`src/rtl/adc_seq_pkg.sv`:
```
package adc_seq_pkg;

  // Control register bit positions
  localparam int unsigned EN_BIT   = 7;
  localparam int unsigned BUSY_BIT = 8;

  typedef enum logic [1:0] {
    ST_IDLE  = 2'd0,
    ST_START = 2'd1,
    ST_WAIT  = 2'd2
  } seq_state_t;

endpackage

```
`src/rtl/adc_rst_sync.sv`:
```
module adc_rst_sync (
  input  logic clk,
  input  logic rst_n,
  output logic rst_sync_n
);

  logic [1:0] sync_q;

  always_ff @(posedge clk or negedge rst_n) begin
    if (!rst_n) sync_q <= 2'b00;
    else        sync_q <= {sync_q[0], 1'b1};
  end

  assign rst_sync_n = sync_q[1];

endmodule

```
`src/rtl/adc_seq_ctrl.sv`:
```
module adc_seq_ctrl
  import adc_seq_pkg::*;
#(
  parameter int unsigned N_CH  = 8,
  parameter int unsigned RES_W = 10,
  localparam int unsigned CH_W = $clog2(N_CH)
) (
  input  logic             clk,
  input  logic             rst_n,
  input  logic             ctrl_we,
  input  logic [CH_W-1:0]  wr_chan,
  input  logic             wr_en_bit,
  output logic [CH_W-1:0]  chan_field,
  output logic             busy,
  output logic             core_start,
  output logic [CH_W-1:0]  core_chan,
  input  logic             core_done,
  input  logic [RES_W-1:0] core_data,
  output logic [N_CH-1:0]  res_we,
  output logic [RES_W-1:0] res_wdata,
  output logic             irq
);

  seq_state_t      state_q, state_d;
  logic [CH_W-1:0] field_q, field_d;
  logic [CH_W-1:0] act_q, act_d;
  logic            irq_q, irq_d;
  logic            start_req;

  assign start_req = ctrl_we && wr_en_bit;

  // Next-state logic
  always_comb begin
    state_d = state_q;
    field_d = field_q;
    act_d   = act_q;
    irq_d   = 1'b0;
    res_we  = '0;
    if (ctrl_we) field_d = wr_chan;
    case (state_q)
      ST_IDLE: begin
        if (start_req) begin
          state_d = ST_START;
          act_d   = wr_chan;
        end
      end
      ST_START: begin
        state_d = ST_WAIT;
      end
      ST_WAIT: begin
        if (core_done) begin
          state_d        = ST_IDLE;
          irq_d          = 1'b1;
          res_we[act_q]  = 1'b1;
        end
      end
      default: state_d = ST_IDLE;
    endcase
  end

  // Registers
  always_ff @(posedge clk or negedge rst_n) begin
    if (!rst_n) begin
      state_q <= ST_IDLE;
      field_q <= '0;
      act_q   <= '0;
      irq_q   <= 1'b0;
    end else begin
      state_q <= state_d;
      field_q <= field_d;
      act_q   <= act_d;
      irq_q   <= irq_d;
    end
  end

  assign chan_field = field_q;
  assign busy       = (state_q != ST_IDLE);
  assign core_start = (state_q == ST_START);
  assign core_chan  = act_q;
  assign res_wdata  = core_data;
  assign irq        = irq_q;

  AST_START_SINGLE: assert property (@(posedge clk) disable iff (!rst_n)
    core_start |=> !core_start);
  AST_START_BUSY: assert property (@(posedge clk) disable iff (!rst_n)
    core_start |=> busy);
  AST_IRQ_PULSE: assert property (@(posedge clk) disable iff (!rst_n)
    irq |=> !irq);
  AST_IRQ_IDLE: assert property (@(posedge clk) disable iff (!rst_n)
    irq |-> !busy);
  AST_CHAN_HOLD: assert property (@(posedge clk) disable iff (!rst_n)
    (busy && !core_start) |-> $stable(core_chan));
  AST_ONE_WRITE: assert property (@(posedge clk) disable iff (!rst_n)
    $onehot0(res_we));
  AST_IDLE_DONE: assert property (@(posedge clk) disable iff (!rst_n)
    (!busy && core_done) |=> !irq);

endmodule

```
`src/rtl/adc_result_bank.sv`:
```
module adc_result_bank #(
  parameter int unsigned N_CH  = 8,
  parameter int unsigned RES_W = 10
) (
  input  logic                       clk,
  input  logic                       rst_n,
  input  logic [N_CH-1:0]            res_we,
  input  logic [RES_W-1:0]           res_wdata,
  output logic [N_CH-1:0][RES_W-1:0] res_q
);

  for (genvar i = 0; i < N_CH; i++) begin : g_res
    logic [RES_W-1:0] val_d;

    always_comb begin
      val_d = res_q[i];
      if (res_we[i]) val_d = res_wdata;
    end

    always_ff @(posedge clk or negedge rst_n) begin
      if (!rst_n) res_q[i] <= '0;
      else        res_q[i] <= val_d;
    end

    AST_RES_HOLD: assert property (@(posedge clk) disable iff (!rst_n)
      !res_we[i] |=> $stable(res_q[i]));
  end

endmodule

```
`src/rtl/adc_read_mux.sv`:
```
module adc_read_mux
  import adc_seq_pkg::*;
#(
  parameter int unsigned N_CH   = 8,
  parameter int unsigned RES_W  = 10,
  parameter int unsigned ADDR_W = 4,
  parameter int unsigned DATA_W = 16,
  localparam int unsigned CH_W  = $clog2(N_CH)
) (
  input  logic [ADDR_W-1:0]          raddr,
  input  logic [CH_W-1:0]            chan_field,
  input  logic                       busy,
  input  logic [N_CH-1:0][RES_W-1:0] res_q,
  output logic [DATA_W-1:0]          rdata
);

  localparam int unsigned RES_BASE = N_CH;

  always_comb begin
    rdata = '0;
    if (raddr == '0) begin
      rdata[CH_W-1:0] = chan_field;
      rdata[EN_BIT]   = busy;
      rdata[BUSY_BIT] = busy;
    end
    for (int i = 0; i < N_CH; i++) begin
      if (raddr == ADDR_W'(RES_BASE + i)) rdata[RES_W-1:0] = res_q[i];
    end
  end

endmodule

```
`src/rtl/adc_oneshot_seq.sv`:
```
module adc_oneshot_seq #(
  parameter int unsigned N_CH   = 8,
  parameter int unsigned RES_W  = 10,
  parameter int unsigned ADDR_W = 4,
  parameter int unsigned DATA_W = 16
) (
  input  logic                          clk,
  input  logic                          rst_n,
  input  logic                          reg_we,
  input  logic [ADDR_W-1:0]             reg_waddr,
  input  logic [DATA_W-1:0]             reg_wdata,
  input  logic [ADDR_W-1:0]             reg_raddr,
  output logic [DATA_W-1:0]             reg_rdata,
  output logic                          core_start,
  output logic [$clog2(N_CH)-1:0]       core_chan,
  input  logic                          core_done,
  input  logic [RES_W-1:0]              core_data,
  output logic                          irq
);

  localparam int unsigned CH_W = $clog2(N_CH);

  logic                       rst_s_n;
  logic                       ctrl_we;
  logic [CH_W-1:0]            chan_field;
  logic                       busy;
  logic [N_CH-1:0]            res_we;
  logic [RES_W-1:0]           res_wdata;
  logic [N_CH-1:0][RES_W-1:0] res_q;
  logic                       unused_wbits;

  assign ctrl_we      = reg_we && (reg_waddr == '0);
  assign unused_wbits = ^reg_wdata;

  adc_rst_sync u_rst (
    .clk        (clk),
    .rst_n      (rst_n),
    .rst_sync_n (rst_s_n)
  );

  adc_seq_ctrl #(.N_CH(N_CH), .RES_W(RES_W)) u_ctrl (
    .clk        (clk),
    .rst_n      (rst_s_n),
    .ctrl_we    (ctrl_we),
    .wr_chan    (reg_wdata[CH_W-1:0]),
    .wr_en_bit  (reg_wdata[adc_seq_pkg::EN_BIT]),
    .chan_field (chan_field),
    .busy       (busy),
    .core_start (core_start),
    .core_chan  (core_chan),
    .core_done  (core_done),
    .core_data  (core_data),
    .res_we     (res_we),
    .res_wdata  (res_wdata),
    .irq        (irq)
  );

  adc_result_bank #(.N_CH(N_CH), .RES_W(RES_W)) u_bank (
    .clk       (clk),
    .rst_n     (rst_s_n),
    .res_we    (res_we),
    .res_wdata (res_wdata),
    .res_q     (res_q)
  );

  adc_read_mux #(.N_CH(N_CH), .RES_W(RES_W), .ADDR_W(ADDR_W), .DATA_W(DATA_W)) u_rd (
    .raddr      (reg_raddr),
    .chan_field (chan_field),
    .busy       (busy),
    .res_q      (res_q),
    .rdata      (reg_rdata)
  );

  AST_NO_START_IDLE_WRITE: assert property (@(posedge clk) disable iff (!rst_s_n)
    (busy && !core_start) |=> !core_start);

endmodule

```
`config.mk`:
```
export PLATFORM = sky130hd
export DESIGN_NAME = adc_oneshot_seq
export DESIGN_NICKNAME = d
export VERILOG_FILES = /design/src/rtl/adc_seq_pkg.sv /design/src/rtl/adc_rst_sync.sv /design/src/rtl/adc_seq_ctrl.sv /design/src/rtl/adc_result_bank.sv /design/src/rtl/adc_read_mux.sv /design/src/rtl/adc_oneshot_seq.sv
export SDC_FILE = /design/constraint.sdc
export NUM_CORES = 1
export LEC_CHECK = 0
export BUFFER_PORTS_ARGS = -buffer_cell sky130_fd_sc_hd__buf_2
export CELL_PAD_IN_SITES_DETAIL_PLACEMENT = 1
export CELL_PAD_IN_SITES_GLOBAL_PLACEMENT = 2
export CORE_UTILIZATION = 30
export CTS_CLUSTER_DIAMETER = 50
export DETAILED_ROUTE_END_ITERATION = 8
export PLACE_DENSITY = 0.69
export SYNTH_ARGS = -nofsm -noshare
export SYNTH_HDL_FRONTEND = slang
export SYNTH_SLANG_ARGS = --single-unit
```
`constraint.sdc`:
```
create_clock -name clk -period 2.98 [get_ports clk]
set_input_delay 0.298 -clock clk [delete_from_list [all_inputs] [get_ports clk]]
set_output_delay 0.298 -clock clk [all_outputs]
set_load 0.01 [all_outputs]
```
* Yosys cells after proc, flatten, opt, wreduce, memory -nomap -nowiden
Cells that the tools add are included.
** Storage, ports and cells
- Input port bits :: 38
- Output and inout bits :: 21
- RAM bits :: 0
- Memories kept :: 0
- Register bits :: 91
- Latch bits :: 0
- Logic and storage cells :: 55
- Bits in read-only memories :: 0
** Operators by class
- Bitwise operators :: 0
- Reductions and logical operators :: 9
- Add/sub/neg operators :: 0
- Equality and inequality tests :: 12
- Muxes and demuxes :: 19
- Multiply operators :: 0
- Divide/modulo/power cells :: 0
- Magnitude comparators :: 2
- Shift-type cells :: 0
** Operators with widths (count)
- 2-to-1 mux 10 bit :: 8
- == test 4 bit, second input constant :: 8
- 2-to-1 mux 8 bit :: 2
- zero test 4 bit :: 2
- 2-to-1 mux 2 bit :: 3
- case mux 2 bit (3 select lines) :: 1
- less-than comparator 3 x 4 -> 1 bit, second input constant :: 1
- AND reduction 2 bit :: 2
- demux 1 bit (select 3 bit) :: 1
- >= comparator 3 x 1 -> 1 bit, second input constant :: 1
- logical AND 1 bit :: 3
- 2-to-1 mux 1 bit :: 3
- 2-to-1 mux 3 bit :: 1
- == test 2 x 1 -> 1 bit, second input constant :: 1
- == test 2 bit, second input constant :: 1
- zero test 2 bit :: 1
- != test 2 x 1 -> 1 bit, second input constant :: 1
- != test 2 bit, second input constant :: 1
- nonzero test 2 bit :: 1

* Longest topological paths before layout
Gate-level depths: netlist (run 1).
- Word-level depth :: 10
- Gate-level depth with buffers :: 7
- Gate-level depth less buffers :: 4

* Hierarchy
Synthesis (run 1) repeated with hierarchy kept, for this count alone.
** Unflattened totals
- Cell total of the unflattened synthesis :: 355
- Area total of the unflattened synthesis :: 4948.5 um2
** By module, submodules not included
- adc_result_bank :: cells each 168, area an instance 3293.2 um2, times used 1, seq. area each 2001.9 um2
- adc_read_mux :: cells each 137, area an instance 1067.3 um2, times used 1, seq. area each 0.0 um2
- adc_seq_ctrl :: cells each 45, area an instance 515.5 um2, times used 1, seq. area each 225.2 um2
- adc_rst_sync :: cells each 3, area an instance 53.8 um2, times used 1, seq. area each 50.0 um2
- adc_oneshot_seq :: cells each 2, area an instance 18.8 um2, times used 1, seq. area each 0.0 um2

* Worst setup path before layout (run 1)
OpenSTA, ideal clock, no wires.
- Path kind :: input port to output port
- From :: input reg_raddr[0]
- To :: output reg_rdata[2]
- Buffers on the path :: 2
- Arrival :: 1.485 ns
- Data required time :: 2.682 ns
- Slack :: 1.197 ns
- Cell stages on the path :: 6
- Path through :: buf_2 buf_6 or3b_2 a21oi_1 o21ai_0 a22oi_1
** Between the ends
- Word-level cells in the longest chain between the ends :: 10
- Elaborated cells between the ends (all ways) :: 18
- Those cells by class :: eq/ne (8); mux (9); reduce/logical (1)
** RTL lines
- start: declaration :: RTL line adc_oneshot_seq.sv:12 : input logic [ADDR_W-1:0] reg_raddr,
- zero test 4 bit :: RTL line adc_read_mux.sv:21 : if (raddr == '0) begin
- 2-to-1 mux 3 bit :: RTL line adc_read_mux.sv:21
- 2-to-1 mux 10 bit (7 in a row) :: RTL line adc_read_mux.sv:27 : if (raddr == ADDR_W'(RES_BASE + i)) rdata[RES_W-1:0] = res_q[i];
- 2-to-1 mux 10 bit * :: RTL line adc_read_mux.sv:27
- end: declaration :: RTL line adc_oneshot_seq.sv:13 : output logic [DATA_W-1:0] reg_rdata,
Mark *: on every way between the ends. The rest lies on a longest branch, timed or not.

* Worst setup path in the final report (run 1)
- From :: input reg_raddr[2]
- To :: output reg_rdata[4]
** Between the ends
- Word-level cells in the longest chain between the ends :: 9
- Elaborated cells between the ends (all ways) :: 16
- Those cells by class :: eq/ne (8); mux (8)
** RTL lines (RTL line)
- == test 4 bit :: adc_read_mux.sv:27
- 2-to-1 mux 10 bit (7 in a row) :: adc_read_mux.sv:27
- 2-to-1 mux 10 bit * :: adc_read_mux.sv:27
Marks and branches as above.

==> results of run 1 <==
-- kinds of logic after synthesis --
kind of cell           share of synthesized area (%)
buffers and inverters                           4.21
multiplexers                                    29.2
other                                          0.170
AO/OA/AOI/OAI                                   7.55
AND/OR/NAND/NOR                                 7.38
flip-flops                                      51.5
-- sequential cells by signal (all words and copies together), names as in the netlist --
| signal | cells |
|---|---|
| u_ctrl.irq | 1 |
| u_ctrl.state_q | 2 |
| u_rst.sync_q | 2 |
| u_ctrl.core_chan | 3 |
| u_bank.res_q | 80 |
| u_ctrl.chan_field | 3 |
-- final cells by class --
| type | count | area [um2] |
|---|---|---|
| Clock buffer | 14 | 244 |
| Multi-Input combinational cell | 218 | 1990 |
| Timing Repair Buffer | 48 | 275 |
| Clock inverter | 2 | 12.5 |
| Tap cell | 184 | 230 |
| Sequential cell | 91 | 2280 |
| Fill cell | 1545 | 9430 |
| Inverter | 4 | 15.0 |
-- routing by layer --
layer  routed length (um)  GRT usage (%)
met1                 5080           21.2
met2                 5470           27.2
met3                  308           3.41
met4                  179           5.35
met5                    0              0
-- timing repair --
action,CTS,global route
endpoints found under the hold margin,2,0
setup buffers,0,0
hold buffers,1,0
-- Yosys cell counts, types with 2 or more instances --
cell / instances / share of area, %
a221o_1: 2 / 0.45
o21ai_0: 11 / 1.2
clkbuf_1: 2 / 0.17
nor2_1: 9 / 0.76
o211ai_1: 2 / 0.34
conb_1: 2 / 0.17
mux2_4: 10 / 3.4
buf_6: 3 / 0.76
a211oi_1: 2 / 0.34
nor2b_1: 4 / 0.57
nand2_1: 12 / 1.0
nand3_1: 5 / 0.57
inv_1: 3 / 0.25
mux4_2: 5 / 2.5
mux2_2: 80 / 20
a21oi_1: 5 / 0.57
or3b_2: 2 / 0.40
nand2_2: 2 / 0.28
mux2i_1: 13 / 2.9
a221oi_1: 2 / 0.40
o2bb2ai_1: 4 / 0.79
or2_2: 2 / 0.28
o31a_1: 2 / 0.40
dfrtp_1: 91 / 51
nand2b_1: 2 / 0.28
o221ai_1: 4 / 0.79
buf_2: 11 / 1.2
nand3b_1: 2 / 0.34
nor3b_1: 4 / 0.68
nor3_1: 3 / 0.34
o21a_1: 2 / 0.34
o22ai_1: 3 / 0.42
buf_4: 10 / 1.7
a22oi_1: 3 / 0.51
-- through the flow --
stage | hold slack, ns | instance area, um2
2_1_floorplan | 0.00241 | 4440
6_report | 0.197 | 5050
5_1_grt | 0.200 | 5050
3_5_place_dp | 0.0864 | 4780
3_3_place_gp | 0.0865 | 4780
4_1_cts | 0.188 | 5050
-- path summary, 6_finish.rpt --
check,to,slack [ns]
setup reg to reg,u_bank.res_q[25],0.84
max in group asynchronous,u_bank.res_q[30],1.97
hold reg to reg,u_bank.res_q[53],0.34
setup / recovery,reg_rdata[4],0.73
min in group asynchronous,u_rst.sync_q[0],0.26
hold / removal,u_ctrl.core_chan[0],0.20
-- report_power, final --
| group | internal [W] | total [W] | switching (W) |
|---|---|---|---|
| sequential | 0.00132 | 0.00139 | 0.0000721 |
| clock | 0.000566 | 0.00103 | 0.000462 |
| combinational | 0.000148 | 0.000294 | 0.000146 |
-- worst max-delay path, cell delays in order --
cell and delay, ns:
buf_2 0.45, nand2_1 0.19, nor2_1 0.49, a22oi_1 0.19, mux2i_1 0.17, buf_2 0.15
==> results.md, run 1 <==
* Largest net degree at the start of global routing at 47
* Total CTS buffers at 9
* Hpwl dp at approximately 7200 um
* Final setup viols at 0
* Initial antenna violation count at 0
* Fin cells at 561
* Congestion Overflow GR at 0
* Netlist cell types at 49
* Syn_area_per_cell at around 13 um2
* Post-synth EDFFs at 0
* Commonest cells after routing, fill and taps aside: dfrtp_1 (90), mux2_2 (80), buf_2 (40), mux2i_1 (13), nand2_1 (12)
* Avg WL per Cell at about 20 um
* Post-layout util at 34.9%
* P_leak at about 2.4 nW
* Antenna cells at 0
* Post-Syn Instances at roughly 330
* Total die area at 15200 um2
* H-Tree Depth at 3
* Min-delay src: reg_wdata[0]
* Net count, final at between 400 and 500
* Post-synth top flop: dfrtp_1
* Initial DRC Count at between 80 and 90
* R2R Path Start: u_ctrl.state_q[0]
* Num ports at 59
* Synth warn at 0
* Synth-to-Final Area Change at 14.1%
* Die width at 123 um
* HP Class: primary input to flip-flop
* Vias at around 2.9k
* Worst rel slew slack at 47.4%
* Max Root-Sink Buffers at 2
* Final Wtd Congestion at 0.735
* Clock skew at 0.00692 ns
* Crit Path Category: primary input to primary output
* CTS tree: done
* # DRC at 0
* RSZ-0062 raised after global routing: false
* Placed cells at 544
* Synth Register Bits at 91
* Rows at 44
* Post-route setup slack at 0.734 ns
* Pins Over Slew Limit at 0
* Setup TNS at 0 ns
* Worst-Skew Late Latency at 0.35 ns
* Overall die height at 123 um
* Worst Path Max Fanout at 25
* Dpl ws at between 0.7 and 0.8 ns
* Synthesized cell area at between 4000 and 5000 um2
* PD cells at roughly 540 nW/um2
* DRT antenna net count at 0
* Max-cap violations at 0
* Minimum clock period at approximately 2.2 ns
* Global-route wire length before repair at 18200 um
* Synth async-reset ratio at between 90% and 100%
* Total global-route track usage at 16.4%
* Status: finished, final reports clean
* Worst-Margin Slew at 0.787 ns
* CP startpoint: reg_raddr[2]
* Final Total Pwr at ~0.0027 W
* Commonest non-fill, non-tap cell in the layout: dfrtp_1
* Hold Fails Final Rpt at 0
* Tcrit/Tclk final at 75.4%
* Sequential share of the synthesized area at 51.5%
* Detailed-route vias per instance at 5.12
* Core Footprint at between 10000 and 15000 um2
* IO Port Bufs at 40
* Max VDD drop at 0.000270 V
* CTS sink count at 91
* Clk Tree Root Cell: clkbuf_16
* Worst hold stages at 2
* Critical Path Start Type: primary input
* Pre-antenna DRT Iters at 4
* Vias in the first global route at around 3.2k
* Routed WL at around 11000 um
* Cts repair resizes at 0
* Crit path DAT at 1.95 ns
* Worst-path clk slew at 0.06 ns
* Worst r2r path cells at 4
* Starting density of the core at a little under a third
* F_max at 0.445 GHz
* CP required at approximately 2.7 ns
* Crit path capture type: primary output
* Share of layout cells above drive strength 1 at 44.3%
(Power assumes the default switching activity.)
==> inputs of run 2 (changes only) <==
clock period = 2.3 ns   (was 2.98 ns; I/O delays follow)
==> run 2 against run 1 <==
Cell count rose by 1.2%; flip-flop and latch count did not move; non-clock buffer count rose by 8; critical path type is now flip-flop to primary output; critical endpoint is now reg_rdata[8].
==> results.md, run 2 (synthesis gave the netlist of run 1 again) <==
* Status: finished, final reports clean
* Buf/Inv on CP at 1
* Die width at 123 um
* Starting density of the core at 30.6%
* Detailed-route vias per instance at 5.08
* Num ports at 59
* Hpwl dp at 7370 um
* # DRC at 0
* Vias at slightly below 3k
* Largest stage delay, worst path at 0.43 ns
* Crit path capture type: primary output
* Hold Fails Final Rpt at 0
* Biggest register: u_bank.res_q
* H-Tree Depth at 3
* CTS sink count at about 90
* Clk Tree Root Cell: clkbuf_16
* Setup Fix Bufs, Post-CTS at 0
* HP Class: primary input to flip-flop
* Max Used Layer: met4
* Critical Path Start Type: flip-flop
* PD cells at ~710 nW/um2
* F_max at roughly 0.5 GHz
* Min-delay src: reg_wdata[0]
* Congestion Overflow GR at 0
* Rows at 44
* Net count, final at 418
* RSZ-0062 raised after global routing: false
* Placed cells at 552
* Total global-route track usage at between 10% and 20%
* Max reg flops at 80
* Worst-Skew Late Latency at 0.35 ns
* Core Footprint at around 14000 um2
* Crit path DAT at 1.78 ns
* Minimum clock period at 2.01 ns
* DRT antenna net count at 0
* Max VDD drop at 0.000320 V
* Initial DRC Count at 113
* Final Wtd Congestion at 0.733
* Vias in the first global route at 3158
* Commonest cells after routing, fill and taps aside: dfrtp_1 (90), mux2_2 (80), buf_2 (40), mux2i_1 (13), buf_4 (13)
* CP Cell Sequence: or3b_2 > a21oi_1 > a2111oi_0 > a31o_2 > buf_2
* Routed WL at 10900 um
* Max-cap violations at 0
* Worst hold stages at 2
* Worst-path clk slew at roughly 0.060 ns
* Largest net degree at the start of global routing at 90
* P_leak at 2.45 nW
* Pins Over Slew Limit at 0
* Total die area at ~15000 um2
* Commonest non-fill, non-tap cell in the layout: dfrtp_1
* Clock skew at 0.00649 ns
* Antenna cells at 0
* Fin cells at roughly 570
* Cts repair resizes at 0
* Overall die height at 123 um
* Worst Path Max Fanout at 2
* CP required at 2.07 ns
* Tcrit/Tclk final at 87.3%
* CP startpoint: u_bank.res_q[8]
* Dpl ws at 0.402 ns
* Max Root-Sink Buffers at 2
* Global-route wire length before repair at 17800 um
* Pre-antenna DRT Iters at 4
* WL met1 at 5180 um
* Worst r2r path cells at 4
* Synth-to-Final Area Change at 16.2%
* Metal3 WL at 258 um
* IO Port Bufs at 40
* R2R Path Start: u_ctrl.state_q[0]
* Slowest-stage cell, CP: or3b_2
* Met2 WL at between 5000 and 6000 um
* Initial antenna violation count at 0
* Share of layout cells above drive strength 1 at 45.8%
* Final setup viols at 0
* Setup TNS at 0 ns
* Post-layout util at a little over a third
* Avg WL per Cell at between 15 and 20 um
* Crit-path leading delay family: compound AO/OA/AOI/OAI gates
* Post-route setup slack at 0.293 ns
* Final hold slack at ~0.14 ns
* Worst path depth at 5
* Total CTS buffers at 9
* CTS tree: done
* Cts hold-fix bufs at 1
* Crit Path Category: flip-flop to primary output
## run 2: cell types whose count changed in the layout (fill, tap and decap cells not counted)
| cell | before | now |
|---|---|---|
| bufinv_16 | 0 | 1 |
| clkbuf_1 | 5 | 3 |
| buf_12 | 1 | 2 |
| clkinv_2 | 1 | 2 |
| clkinvlp_4 | 1 | 0 |
| buf_4 | 6 | 13 |
## run 2: worst register-to-register path: cells and delay by family, from the launching register on
kind	cells	cell delay (ns)
AND/OR/NAND/NOR	3	0.94
flip-flops	1	0.42
multiplexers	1	0.34
## run 2: final cells by class
| cell class | count | area [um2] |
|---|---|---|
| Clock buffer | 12 | 236 |
| Clock inverter | 3 | 40.0 |
| Fill cell | 1546 | 9340 |
| Inverter | 4 | 15.0 |
| Multi-Input combinational cell | 218 | 1990 |
| Sequential cell | 91 | 2280 |
| Tap cell | 184 | 230 |
| Timing Repair Buffer | 56 | 348 |
## run 2: routing by layer
layer  global-route usage [%]  vias to the layer above
li1                         -                     1308
met1                     22.0                     1528
met2                     25.1                       38
met3                     2.12                       14
met4                     6.85                        0
met5                        0                        -
## run 2: report_power, final
part	internal [W]	switching (W)	total [W]
clock	0.000834	0.000598	0.00143
combinational	0.000201	0.000206	0.000407
sequential	0.00171	0.0000802	0.00179
## run 2: stage by stage
step / cell area (um2) / total power, W
after floorplan: 4450 / 0.00208
after CTS: 5140 / 0.00369
final: 5140 / 0.00363
after global placement: 4850 / 0.00222
after global routing: 5140 / 0.00380
after detailed placement: 4850 / 0.00224
## run 2: path summary, 6_finish.rpt
kind / slack [ns] / to
hold reg to reg: 0.35 / u_rst.sync_q[1]
setup reg to reg: 0.49 / u_bank.res_q[65]
hold / removal: 0.14 / u_ctrl.core_chan[0]
min in group asynchronous: 0.19 / u_rst.sync_q[1]
max in group asynchronous: 1.57 / u_bank.res_q[20]
setup / recovery: 0.29 / reg_rdata[8]
